**config.mk**
```make
export PLATFORM = sky130hd
export DESIGN_NAME = esc_stream_splitter
export DESIGN_NICKNAME = d
export VERILOG_FILES = /design/src/rtl/esc_split_pkg.sv /design/src/rtl/esc_split_match.sv /design/src/rtl/esc_split_state.sv /design/src/rtl/esc_split_steer.sv /design/src/rtl/esc_stream_splitter.sv
export SDC_FILE = /design/constraint.sdc
export NUM_CORES = 1
export LEC_CHECK = 0
export CORE_AREA = 2 2 39 41
export CTS_CLUSTER_SIZE = 25
export DETAILED_ROUTE_END_ITERATION = 10
export DIE_AREA = 0 0 41 43
export GPL_TIMING_DRIVEN = 0
export HOLD_SLACK_MARGIN = 0.05
export SETUP_SLACK_MARGIN = 0.1
export SLEW_MARGIN = 20
export SYNTH_ARGS = -nofsm -noshare
export SYNTH_HDL_FRONTEND = slang
export SYNTH_SLANG_ARGS = --single-unit
```
**constraint.sdc**
```tcl
create_clock -name clk -period 2.8 [get_ports clk]
set_input_delay 0.56 -clock clk [delete_from_list [all_inputs] [get_ports clk]]
set_output_delay 0.56 -clock clk [all_outputs]
set_load 0.05 [all_outputs]
```
**src/rtl/esc_split_pkg.sv**
```systemverilog
package esc_split_pkg;

    typedef enum logic [1:0] {
        RT_DATA = 2'd0,
        RT_SIDE = 2'd1,
        RT_DROP = 2'd2
    } route_e;

    function automatic route_e route_pick(input logic pending, input logic is_esc);
        route_e r;
        if (!pending)
            r = is_esc ? RT_DROP : RT_DATA;
        else
            r = is_esc ? RT_DATA : RT_SIDE;
        return r;
    endfunction

endpackage

```
**src/rtl/esc_split_match.sv**
```systemverilog
module esc_split_match #(
    parameter int W = 8,
    parameter logic [W-1:0] ESC = 8'hA5
) (
    input  logic [W-1:0] byte_in,
    output logic         is_esc
);
    always_comb is_esc = (byte_in == ESC);
endmodule

```
**src/rtl/esc_split_state.sv**
```systemverilog
module esc_split_state
    import esc_split_pkg::*;
(
    input  logic   clk,
    input  logic   rst,
    input  logic   accept,
    input  route_e route,
    output logic   pending
);
    always_ff @(posedge clk) begin
        if (rst)
            pending <= 1'b0;
        else if (accept)
            pending <= (route == RT_DROP);
    end
endmodule

```
**src/rtl/esc_split_steer.sv**
```systemverilog
module esc_split_steer
    import esc_split_pkg::*;
(
    input  route_e route,
    input  logic   in_valid,
    input  logic   dat_ready,
    input  logic   side_ready,
    output logic   dat_valid,
    output logic   side_valid,
    output logic   in_ready
);
    always_comb begin
        dat_valid  = 1'b0;
        side_valid = 1'b0;
        in_ready   = 1'b1;
        unique case (route)
            RT_DATA: begin
                dat_valid = in_valid;
                in_ready  = dat_ready;
            end
            RT_SIDE: begin
                side_valid = in_valid;
                in_ready   = side_ready;
            end
            default: in_ready = 1'b1;
        endcase
    end
endmodule

```
**src/rtl/esc_stream_splitter.sv**
```systemverilog
module esc_stream_splitter
    import esc_split_pkg::*;
#(
    parameter int W = 8,
    parameter logic [W-1:0] ESC = 8'hA5
) (
    input  logic         clk,
    input  logic         rst,
    input  logic [W-1:0] in_data,
    input  logic         in_valid,
    output logic         in_ready,
    output logic [W-1:0] dat_data,
    output logic         dat_valid,
    input  logic         dat_ready,
    output logic [W-1:0] side_data,
    output logic         side_valid,
    input  logic         side_ready
);
    logic   is_esc;
    logic   pending;
    logic   dv_raw, sv_raw, rdy_raw;
    route_e route;

    esc_split_match #(.W(W), .ESC(ESC)) u_match (
        .byte_in (in_data),
        .is_esc  (is_esc)
    );

    always_comb route = route_pick(pending, is_esc);

    esc_split_steer u_steer (
        .route      (route),
        .in_valid   (in_valid),
        .dat_ready  (dat_ready),
        .side_ready (side_ready),
        .dat_valid  (dv_raw),
        .side_valid (sv_raw),
        .in_ready   (rdy_raw)
    );

    // Gate everything while reset is held.
    always_comb begin
        dat_valid  = dv_raw & ~rst;
        side_valid = sv_raw & ~rst;
        in_ready   = rdy_raw & ~rst;
    end

    esc_split_state u_state (
        .clk     (clk),
        .rst     (rst),
        .accept  (in_valid & in_ready),
        .route   (route),
        .pending (pending)
    );

    // A literal is the escape value itself, so both outputs carry the input byte.
    assign dat_data  = in_data;
    assign side_data = in_data;
endmodule

```
# Word level (Yosys, flattened, before mapping)
# Cells that the tools add are included.
[word_totals] reg_bits=1 latchBits=0 mem_bits_rw=0 rom_bits=0 in_bits=13 out_inout_bits=19 mem_count=0
[classes] addsub=0 multipliers=0 n_div=0 magnitude_cmp=0 eq_ne=3 shifts=0 n_mux=6 bitwise=5 reduce_logical=1
[op_table] op="8-bit == test, second input constant" count=1
[op_table] op="1-bit bitwise AND" count=4
[op_table] op="2-bit two-way mux" count=2
[op_table] op="1-bit two-way mux" count=3
[op_table] op="2-bit by 1-bit == test with 1-bit output, second input constant" count=1
[op_table] op="2-bit == test, second input constant" count=1
[op_table] op="2-bit logical NOT" count=1
[op_table] op="1-bit case mux with 2 select lines" count=1
[op_table] op="1-bit NOT" count=1

# Logic depth before layout (Yosys ltp)
[depth] ltp_word=7 depth_mapped=7 mapped_depth_nobuf=7

# Hierarchy
# Synthesis repeated with hierarchy kept, for this count alone.
[hier_totals] hier_cells=33 hier_area_um2=261.5
[by_module_without_submodules] mod="esc_stream_splitter" n_inst=1 cells_per_inst=22 area_per_inst_um2=160.2 seq_area_each_um2=0.0
[by_module_without_submodules] mod="esc_split_state" n_inst=1 cells_per_inst=4 area_per_inst_um2=42.5 seq_area_each_um2=20.0
[by_module_without_submodules] mod="esc_split_steer" n_inst=1 cells_per_inst=4 area_per_inst_um2=32.5 seq_area_each_um2=0.0
[by_module_without_submodules] mod="esc_split_match" n_inst=1 cells_per_inst=3 area_per_inst_um2=26.3 seq_area_each_um2=0.0

# Least setup slack after synthesis
# No wires, ideal clock.
[synth_path] kind="input port to output port" from="input port in_data[4]" to="output port dat_valid" t_arrival_ps=2284 path_slack_ps=-44 cell_stages=5 path_buffers=0 path_cell_list="nor4bb_1 -> nand2_1 -> inv_1 -> ha_1 -> nor3b_1"
[synth_between] elab_chain_cells=6
[synth_lines] element="start, declared" line="esc_stream_splitter.sv:9" rtl="input logic [W-1:0] in_data,"
[synth_lines] element="8-bit == test *" line="esc_split_match.sv:8" rtl="always_comb is_esc = (byte_in == ESC);"
[synth_lines] element="1-bit two-way mux / 2-bit two-way mux (equally long branches)" line="esc_split_pkg.sv:14, esc_split_pkg.sv:12"
[synth_lines] element="2-bit two-way mux *" line="esc_split_pkg.sv:11" rtl="if (!pending)"
[synth_lines] element="2-bit logical NOT *" line="esc_split_steer.sv:16" rtl="unique case (route)"
[synth_lines] element="1-bit two-way mux *" line="esc_split_steer.sv:16"
[synth_lines] element="1-bit bitwise AND *" line="esc_stream_splitter.sv:43" rtl="dat_valid = dv_raw & ~rst;"
[synth_lines] element="end, declared" line="esc_stream_splitter.sv:13" rtl="output logic dat_valid,"
# Mark *: on every way between the ends. The rest lies on a longest branch, timed or not.

# Worst setup path in the final report
[layout_path] from="input port in_data[1]" to="output port in_ready"
[layout_between] elab_chain_cells=6
[layout_lines] element="8-bit == test *" line="esc_split_match.sv:8"
[layout_lines] element="1-bit two-way mux / 2-bit two-way mux (equally long branches)" line="esc_split_pkg.sv:14, esc_split_pkg.sv:12"
[layout_lines] element="2-bit two-way mux *" line="esc_split_pkg.sv:11"
[layout_lines] element="2-bit by 1-bit == test with 1-bit output / 2-bit logical NOT (equally long branches)" line="esc_split_steer.sv:16"
[layout_lines] element="1-bit case mux with 2 select lines *" line="esc_split_steer.sv:16"
[layout_lines] element="1-bit bitwise AND *" line="esc_stream_splitter.sv:45" rtl="in_ready = rdy_raw & ~rst;"
[layout_lines] element="end, declared" line="esc_stream_splitter.sv:11" rtl="output logic in_ready,"
# Marked as above.

==> impl_metrics.ini <==
[floorplanning]
core_sq_um = 1380
dieWidth_microns = 41
ios = 32
fp.dieArea_sq_um = 1760
fp.dieH_microns = 43
start_util_pct = 19.6
num_rows = 14

[cts]
clk_pin_slew_ns = 0
insertion_delay_ns = 0

[timing]
final_hold_viol_count = 0
fin_crit_sh_pct = 92.0
rsz0062_at_grt = no
slew_viol_final = 0
tns_ns = 0
hold_ws_ns = 0.483
period_minus_slack_ns = 2.58
finalSetupViolations = 0
worst_slew_pin_slew_ns = 0.506
max_freq_mhz = 388
clock_skew_ns = 0
slew_headroom_pct = 66.1

[critical_path]
worst_ep_arrival_time_ns = 2.02
worst_setup_path_end_kind = primary output
rr_worst_depth = 8
worstReg2RegStart = u_state.pending$_SDFFE_PP0P_
reg2reg_to = u_state.pending$_SDFFE_PP0P_
path_max_fanout = 3
crit_type = in -> out
startpoint_type = input port
rrSetupSlack_ns = 1.21
required_ns = 2.24

[layout]
syn_to_final_growth_pct = 147
n_fill_cell = 149
num-nets-final = 87
top_register = u_state.pending
drive_above_1_share_pct = 44.9
final_util_pct = 48.5
largestRegisters = u_state.pending x1
largest_reg_flops = 1
diodes = 0

[outcome]
outcome = completed

[power]
leakagePower_uw = 0.000312
power.density_nw_per_um2 = 200
peakVddDrop_mv = 0.0808
finalPower_uw = 134

[synthesis]
yosys.area.top_type = buf_4
synth-seq-area-share_pct = 7.37
synth_seq_cells = 1
yosysTopAreaCellShare_pct = 44.2
netlist_instances = 33
syn_area_per_cell_sq_um = 8.23
synthTopCellsByArea = buf_4 (44%), ha_1 (14%), dfxtp_1 (7.4%)
syn-num-nets = 49
yosys_warnings = 0
syn_area_sq_um = 272
synthDistinctLibCells = 12

[route]
final_antenna_net_count = 0
drc = 0
routed-via-count = 315
drtIter0Drc = 0
drt_wl_total_microns = 685
avgViaCountPerCell = 3.71
first_pass_iters = 1
routedWlPerCell_microns = 8.06

[worst_hold_path]
hold_path_end = u_state.pending$_SDFFE_PP0P_
hp-class = reg -> reg
worstHoldPathCells = 2
worstHoldStart = u_state.pending$_SDFFE_PP0P_

[grt]
top_usage_layer = met2
antenna_found_initial = 0
grt_first_pass_wirelength_microns = 993
met3_usage_pct = 0
grt_max_degree = 5
grt_util_met2_pct = 14.1
grt_use_met1_pct = 9.21
grt-ovfl-total = 0
grt_pass1_vias = 246
track_usage_pct = 7.40

[placement]
place_hpwl_microns = 576
numPortBuffers = 31
gp_congestion = 0.603

[flow_run]
drv_cap = 0
## critical path: stages
cell,delay (ns)
dlygate4sd2_1,0.26
nor4bb_2,0.28
nand2_1,0.12
inv_2,0.09
ha_4,0.20
a221oi_2,0.26
nor2_1,0.08
buf_6,0.16
## Yosys cell counts (all sizes together)
library cell   n
inv            3
nor3b          2
dfxtp          1
nor4bb         2
a221oi         1
a21oi          1
buf           16
ha             3
nand3b         1
o21ai          1
nand2          1
nor2           1
## stage by stage
step,setup slack (ns),area [sq um],cells
2_1_floorplan,0.157,277,33
3_3_place_gp,-0.711,607,80
3_5_place_dp,-0.721,607,80
4_1_cts,0.161,642,83
5_1_grt,0.103,671,85
6_report,0.224,671,85
## layout make-up
| cell class | count | area [sq um] | share of cell area, % |
|---|---|---|---|
| Buffer | 16 | 120 | 17.9 |
| Tap cell | 16 | 20.0 | 2.99 |
| Timing Repair Buffer | 36 | 340 | 50.7 |
| Multi-Input combinational cell | 13 | 159 | 23.7 |
| Inverter | 3 | 11.3 | 1.68 |
| Sequential cell | 1 | 20.0 | 2.99 |
## per-layer routing
| metal | share of wire (%) | vias to the layer above |
|---|---|---|
| met3 | 9.9 | 0 |
| li1 | - | 166 |
| met4 | 0 | 0 |
| met5 | 0 | - |
| met1 | 36 | 132 |
| met2 | 54 | 17 |
## layout by cell type, fill, tap and decap left out, drive strengths merged, types with 2 or more instances in the layout
cell           Yosys  final
buf               16     22
clkdlybuf4s15      0      2
clkdlybuf4s50      0     20
dlygate4sd2        0      8
ha                 3      3
inv                3      3
nor3b              2      2
nor4bb             2      2
## timing repair
| action | CTS | global route |
|---|---|---|
| pin swaps | 5 | 5 |
| gates cloned | 0 | 0 |
| setup endpoints to repair | 3 | 1 |
| setup buffers | 3 | 2 |
| gates resized for setup | 22 | 3 |
| hold buffers | 0 | 0 |
## logic make-up (layout without fill, tap and decap cells)
kind of cell,count (synthesis),count (layout),synth area share (%)
buffers and inverters,19,55,48.4
AO/OA/AOI/OAI,3,3,12.0
adder cells (fa/ha/maj),3,3,13.8
AND/OR/NAND/NOR,7,7,18.4
flip-flops,1,1,7.37
## worst max path at each step
stage,start,endpoint,slack (ns),depth (start not counted)
2_1_floorplan,in_data[7],side_valid,0.16,4
3_3_place_gp,in_data[7],in_ready,-0.71,8
3_5_place_dp,in_data[7],in_ready,-0.72,8
4_1_cts,in_data[4],in_ready,0.16,8
5_1_grt,in_data[1],in_ready,0.10,8
6_report,in_data[1],in_ready,0.22,8
## report_power, final
group	internal, uW	leakage, uW	total (uW)	switching (uW)
Combinational	53.4	0.000304	120	66.3
Clock	0	0	0	0
Sequential	14.6	0.00000805	14.6	0.0132
Power figures use the tool's default switching activity.
